$ cat src/rtl/hbi_pkg.sv
package hbi_pkg;

  // Odd-distance coefficient k (distance 2k-1 from the centre), scale 2^12.
  function automatic int hb_coef(int k);
    case (k)
      1:  return 2590;
      2:  return -840;
      3:  return 470;
      4:  return -305;
      5:  return 208;
      6:  return -142;
      7:  return 96;
      8:  return -62;
      9:  return 38;
      10: return -22;
      11: return 17;
      default: return 0;
    endcase
  endfunction

  // Round half toward +inf, drop frac bits, clamp to a dw-bit signed range.
  function automatic int round_sat(longint acc, int frac, int dw);
    longint r;
    longint hi;
    longint lo;
    r  = (acc + (longint'(1) <<< (frac - 1))) >>> frac;
    hi = (longint'(1) <<< (dw - 1)) - 1;
    lo = -hi - 1;
    if (r > hi) r = hi;
    else if (r < lo) r = lo;
    return int'(r);
  endfunction

endpackage

$ cat src/rtl/hbi_delay_line.sv
module hbi_delay_line #(
  parameter int DATA_W = 10,
  parameter int DEPTH  = 22
) (
  input  logic                          clk,
  input  logic                          rst,
  input  logic                          shift_en,
  input  logic [DATA_W-1:0]             din,
  output logic [DEPTH-1:0][DATA_W-1:0]  taps
);

  always_ff @(posedge clk) begin
    if (rst) begin
      taps <= '0;
    end else if (shift_en) begin
      taps[0] <= din;
      for (int i = 1; i < DEPTH; i++) taps[i] <= taps[i-1];
    end
  end

endmodule

$ cat src/rtl/hbi_odd_mac.sv
module hbi_odd_mac
  import hbi_pkg::*;
#(
  parameter int DATA_W = 10,
  parameter int NPAIR  = 11,
  parameter int COEF_W = 13,
  parameter int ACC_W  = 29
) (
  input  logic [2*NPAIR-1:0][DATA_W-1:0] taps,
  output logic signed [ACC_W-1:0]        acc
);

  logic signed [ACC_W-1:0] part [NPAIR+1];
  assign part[0] = '0;

  for (genvar k = 1; k <= NPAIR; k++) begin : g_pair
    localparam logic signed [COEF_W-1:0] CK_N = COEF_W'(hb_coef(k));
    localparam logic signed [ACC_W-1:0]  CK   = ACC_W'(CK_N);
    logic [DATA_W-1:0]       near_s;
    logic [DATA_W-1:0]       far_s;
    logic signed [DATA_W:0]  pair;
    logic signed [ACC_W-1:0] pair_x;
    assign near_s = taps[NPAIR-k];
    assign far_s  = taps[NPAIR-1+k];
    assign pair   = $signed({near_s[DATA_W-1], near_s}) + $signed({far_s[DATA_W-1], far_s});
    assign pair_x = $signed({{(ACC_W-DATA_W-1){pair[DATA_W]}}, pair});
    assign part[k] = part[k-1] + pair_x * CK;
  end

  assign acc = part[NPAIR];

endmodule

$ cat src/rtl/hbi_phase_ctl.sv
module hbi_phase_ctl (
  input  logic clk,
  input  logic rst,
  input  logic accept,
  output logic emit_centre,
  output logic emit_half
);

  typedef enum logic [1:0] {PH_IDLE, PH_CTR, PH_HALF} phase_e;
  phase_e ph_q;

  always_ff @(posedge clk) begin
    if (rst)                 ph_q <= PH_IDLE;
    else if (accept)         ph_q <= PH_CTR;
    else if (ph_q == PH_CTR) ph_q <= PH_HALF;
    else                     ph_q <= PH_IDLE;
  end

  assign emit_centre = (ph_q == PH_CTR);
  assign emit_half   = (ph_q == PH_HALF);

endmodule

$ cat src/rtl/hbi_interp2.sv
module hbi_interp2
  import hbi_pkg::*;
#(
  parameter int DATA_W = 10,
  parameter int NPAIR  = 11,
  parameter int COEF_W = 13,
  parameter int FRAC_W = 12
) (
  input  logic              clk,
  input  logic              rst,
  input  logic              in_valid,
  input  logic [DATA_W-1:0] in_data,
  output logic              out_valid,
  output logic [DATA_W-1:0] out_data
);

  localparam int DEPTH = 2 * NPAIR;
  localparam int ACC_W = DATA_W + 1 + COEF_W + $clog2(NPAIR) + 1;

  logic [DEPTH-1:0][DATA_W-1:0] taps;
  logic signed [ACC_W-1:0]      odd_acc;
  logic                         emit_centre;
  logic                         emit_half;
  logic [DATA_W-1:0]            centre_sample;
  logic [DATA_W-1:0]            half_sample;

  hbi_delay_line #(.DATA_W(DATA_W), .DEPTH(DEPTH)) u_dl (
    .clk(clk), .rst(rst), .shift_en(in_valid), .din(in_data), .taps(taps)
  );

  hbi_odd_mac #(.DATA_W(DATA_W), .NPAIR(NPAIR), .COEF_W(COEF_W), .ACC_W(ACC_W)) u_mac (
    .taps(taps), .acc(odd_acc)
  );

  hbi_phase_ctl u_ph (
    .clk(clk), .rst(rst), .accept(in_valid),
    .emit_centre(emit_centre), .emit_half(emit_half)
  );

  // Centre coefficient equals 2^FRAC_W: the even phase is an exact copy.
  assign centre_sample = taps[NPAIR];
  assign half_sample   = DATA_W'(round_sat(longint'(odd_acc), FRAC_W, DATA_W));

  always_ff @(posedge clk) begin
    if (rst) begin
      out_valid <= 1'b0;
      out_data  <= '0;
    end else begin
      out_valid <= emit_centre | emit_half;
      if (emit_centre)    out_data <= centre_sample;
      else if (emit_half) out_data <= half_sample;
    end
  end

endmodule

$ cat config.mk
export PLATFORM = sky130hd
export DESIGN_NAME = hbi_interp2
export DESIGN_NICKNAME = d
export VERILOG_FILES = /design/src/rtl/hbi_pkg.sv /design/src/rtl/hbi_delay_line.sv /design/src/rtl/hbi_odd_mac.sv /design/src/rtl/hbi_phase_ctl.sv /design/src/rtl/hbi_interp2.sv
export SDC_FILE = /design/constraint.sdc
export NUM_CORES = 2
export LEC_CHECK = 0
export ABC_AREA = 0
export BUFFER_PORTS_ARGS = -buffer_cell sky130_fd_sc_hd__buf_2
export CORE_MARGIN = 3
export CORE_UTILIZATION = 40
export DETAILED_ROUTE_END_ITERATION = 12
export HOLD_SLACK_MARGIN = 0.05
export PLACE_DENSITY_LB_ADDON = 0.25
export SLEW_MARGIN = 20
export SYNTH_ARGS = -nofsm -noshare
export SYNTH_HDL_FRONTEND = slang
export SYNTH_SLANG_ARGS = --single-unit
$ cat constraint.sdc
create_clock -name clk -period 14.7 [get_ports clk]
set_clock_uncertainty 0.15 [all_clocks]
set_input_delay 1.47 -clock clk [delete_from_list [all_inputs] [get_ports clk]]
set_output_delay 1.47 -clock clk [all_outputs]
set_load 0.05 [all_outputs]
==> results summary <==
The count of nets after finishing is 4645. Tracing the worst setup path back leads to its startpoint at u_dl.taps[141]$_SDFFE_PP0P_. The number of primary I/O pins is 24.

The synthesized netlist cell count came out at about 3600. For this run, design rule violations remaining after detail routing come to 0. Setup repair after global routing left no endpoint under its margin. The worst setup slack after placement is ~860 ps. The worst setup path is captured at a register. The most numerous cell in the Yosys netlist is sky130_fd_sc_hd__inv_1. The internal reg-to-reg setup slack is just over 800 ps. The overall overflow remaining after global route is 0. After clock tree synthesis, the clock-pin slew on the worst setup and hold paths is roughly 60 ps.

The region available for standard cell placement spans about 0.084 sq mm. The final estimated routing congestion in global placement is between 0.8 and 0.9. The detailed placement HPWL is just over 70 mm. The most used flip-flop cell after synthesis is sky130_fd_sc_hd__dfxtp_1. The floorplan die area came out at a little under 0.09 sq mm. Across the run, the number of max-cap violations was 0. The number of distinct standard cells referenced by the synthesized netlist came out at 96.

Combinational logic burns slightly above 70% of the power. The reg-to-reg startpoint is u_dl.taps[141]$_SDFFE_PP0P_. The initial standard-cell utilization of the core is 40.42%. The critical path contains buffers and inverters numbering 9 combined.

In the routed layout, each cell is associated on average with a via count of around 4.9. In the post-synthesis netlist, the biggest area contributors are sky130_fd_sc_hd__ha_1, sky130_fd_sc_hd__fa_1, sky130_fd_sc_hd__dfxtp_1. The critical path in this run is classified as register to register. The end of the worst register-to-register path is out_data[4]$_SDFFE_PP0P_. The layout overhead on the synthesized area came out at 6.833%.

The count of endpoints failing setup in the final report is 0. The initial antenna violation count came out at 2. The count of final hold-check violations came out at 0.

The family of cells with the greatest summed delay on the critical path is adder cells. The number of setup buffers added after CTS is 0. The clock network fraction of design power came out at approximately 15%. The switching component of the power came out at ~2400 uW.

The depth of the worst hold-timing path came out at 1. The share of the cycle needed by the critical path after routing is ~94%. The post-synthesis instance area is ~0.034 sq mm. Entering global routing, the biggest net connects roughly 150 pins. The total global routing track utilization is between 10% and 20%. In this run the number of H-tree levels came out at 1. The count of input and output buffers is 23. The final number of max-transition violations came out at 0. The clock tree root buffer cell is sky130_fd_sc_hd__clkbuf_16. The cell that appears most often on the critical path is sky130_fd_sc_hd__fa_1.

The internal power component is ~2300 uW. In this design, the stage delay of the slowest critical-path cell is 570 ps. Detailed routing inserted a total of between 20000 and 25000 vias.

After clock tree synthesis, the repair step resized 0 gates. The final standard cell utilization of the core is 43.18%. Counting cells, the worst reg-to-reg path comes to between 50 and 60. The number of clock sinks came out at between 200 and 250. The total of warnings raised by yosys came out at 0.

The hold-fix buffer count after cts came out at 0. The clock passes through at most 3 buffers. The row count came out at 106. Registers are responsible for between 10% and 20% of the overall power. The wire length of the first global-routing pass came out at around 130 mm.

The TritonCTS clock tree is done. Subtracting the final worst setup slack from the clock period gives 13880 ps. The least setup slack across all paths after layout came out at between 800 and 900 ps. The detail-routed net length per standard cell came out at ~18 microns. The slowest stage of the critical path belongs to the cell sky130_fd_sc_hd__fa_1. The number of routed nets with antenna violations came out at 0. In this run the worst path has a maximum fanout of 9. Of all flip-flops after synthesis, the portion carrying an async set or reset was 0%. The path with the worst hold slack has its endpoint at out_data[8]$_SDFFE_PP0P_. The synthesized design spends more area on one cell type than any other, namely sky130_fd_sc_hd__ha_1.

The clock insertion delay at the later pin of the skew report is slightly below 600 ps. In this run the vertical extent of the chip is around 300 microns. The fmax is 0.07207 GHz.

At the pin with the least slew margin, the transition time is roughly 1100 ps. The worst hold path begins at out_data[8]$_SDFFE_PP0P_. The worst voltage drop across the vdd grid is between 0.2 and 0.25 mV. For this block, the initial DRC count from the detailed router was around 1200. The mean instance size in the synthesized netlist is 9.427 sq um. The data required time at the worst endpoint came out at approximately 15000 ps. Sorting the synthesized cells by how often they occur yields sky130_fd_sc_hd__inv_1, sky130_fd_sc_hd__ha_1, sky130_fd_sc_hd__fa_1, sky130_fd_sc_hd__nor2_1, sky130_fd_sc_hd__dfxtp_1. The min-delay analysis places its worst path in the category register to register. STA classifies the critical path startpoint as a register. The run finished with clean final reports. The number of global-route vias before repair came out at around 23000. The number of inserted filler cells in the final layout came out at 8302.

The number of flops mapped to enable cells by yosys came out at 0. The relative slew slack is 24.06%. The reported leakage power is slightly below 0.02 uW. The flop and latch count out of synthesis is about 230. The number of CTS-inserted buffers came out at 27. The total wire length after detailed routing came out at between 80 and 90 mm. Adding up every negative setup slack in the final design gives 0 ps. The worst hold-check slack is approximately 330 ps. The data arrival time at the worst-slack endpoint is around 14000 ps. The proportion of netlist area held by the largest area contributor came out at between 20% and 30%.

Dividing total power by cell area gives a power density of approximately 130 mW/mm^2. The number of iterations in the first detailed-routing pass came out at 5. The fraction of layout cells with a size suffix above 1 is 4.039%. The register area share after synthesis came out at between 10 and 15%. The switching share of power is slightly above 50%. The die extent in x came out at a little under 300 microns.
==> cells by family after synthesis <==
| kind of cell | count (synthesis) | share of synthesized area, % |
|---|---|---|
| DFF | 233 | 13.79 |
| buffers and inverters | 841 | 9.507 |
| and+or+nand+nor | 535 | 7.284 |
| AOI/OAI and AO/OA | 475 | 9.259 |
| adders and majority gates | 1037 | 47.17 |
| other | 1 | 0.01109 |
| xor gates and xnor gates | 234 | 6.082 |
| muxes | 232 | 6.892 |
==> metal layers <==
layer  global-route usage [%]  vias up  routed length, microns
li1                         -    11610                       -
met1                    28.01    11090                   40660
met2                    31.38      297                   38350
met3                    1.338       77                    2903
met4                    3.854        0                    1654
met5                        0        -                       0
==> per-stage QoR <==
| stage | cell area [sq um] | instances | total power, uW |
|---|---|---|---|
| finish | 36130 | 4750 | 4688 |
| global route | 36130 | 4749 | 5154 |
| CTS | 36110 | 4749 | 4695 |
| detailed placement | 35220 | 4700 | 3943 |
| global placement | 35220 | 4700 | 3966 |
| floorplan | 33830 | 3589 | 3368 |
==> worst max path at each step <==
| stage | end | slack (ps) | cells after the start |
|---|---|---|---|
| floorplan | out_data[1]$_SDFFE_PP0P_ | 1970 | 50 |
| global placement | out_data[8]$_SDFFE_PP0P_ | 880 | 51 |
| detailed placement | out_data[4]$_SDFFE_PP0P_ | 860 | 51 |
| CTS | out_data[8]$_SDFFE_PP0P_ | 790 | 51 |
| global route | out_data[8]$_SDFFE_PP0P_ | 20 | 51 |
| finish | out_data[4]$_SDFFE_PP0P_ | 820 | 51 |
==> cell usage in the layout (no fill, tap or decap), types with 24 or more instances in the layout <==
cell	count
sky130_fd_sc_hd__xor2_1	46
sky130_fd_sc_hd__o21ai_0	66
sky130_fd_sc_hd__a21boi_0	24
sky130_fd_sc_hd__nor2_1	308
sky130_fd_sc_hd__ha_1	640
sky130_fd_sc_hd__inv_1	779
sky130_fd_sc_hd__a21oi_1	168
sky130_fd_sc_hd__xnor2_1	186
sky130_fd_sc_hd__nor3_1	26
sky130_fd_sc_hd__clkbuf_16	27
sky130_fd_sc_hd__a21o_1	42
sky130_fd_sc_hd__nand2_1	69
sky130_fd_sc_hd__fa_1	397
sky130_fd_sc_hd__o21bai_1	71
sky130_fd_sc_hd__dfxtp_1	233
sky130_fd_sc_hd__mux2i_1	225
==> flip-flops by register name (all words and copies together) (netlist names) <==
register	flops
u_dl.taps	220
out_data	10
u_ph.ph_q	2
out_valid	1
==> cell type report <==
type                    instances  area (sq um)  area share, %
repair buffers                 39         266.5         0.7376
inverters                     779          2924          8.092
clock inverters                 9         117.6         0.3255
well taps                    1134          1419          3.927
multi-input cells            2515         25960          71.86
diodes                          1         2.502       0.006925
clock buffers                  40         774.5          2.143
flip-flops and latches        233          4664          12.91
==> power groups by stage <==
stage          sequential, uW  clock (uW)  combinational (uW)
2_1_floorplan             683           0                2680
3_3_place_gp              665           0                3300
3_5_place_dp              665           0                3280
4_1_cts                   651         725                3320
5_1_grt                   651         746                3760
6_report                  650         703                3330
==> worst register-to-register path: cells and delay by family, from the launching register on <==
kind | cells | cell delay (ps)
AOI/OAI and AO/OA | 21 | 4760
xor gates and xnor gates | 1 | 170
adders and majority gates | 14 | 6170
buffers and inverters | 9 | 750
DFF | 1 | 400
and+or+nand+nor | 6 | 1400
No activity file was read; power rests on OpenSTA's default activity.
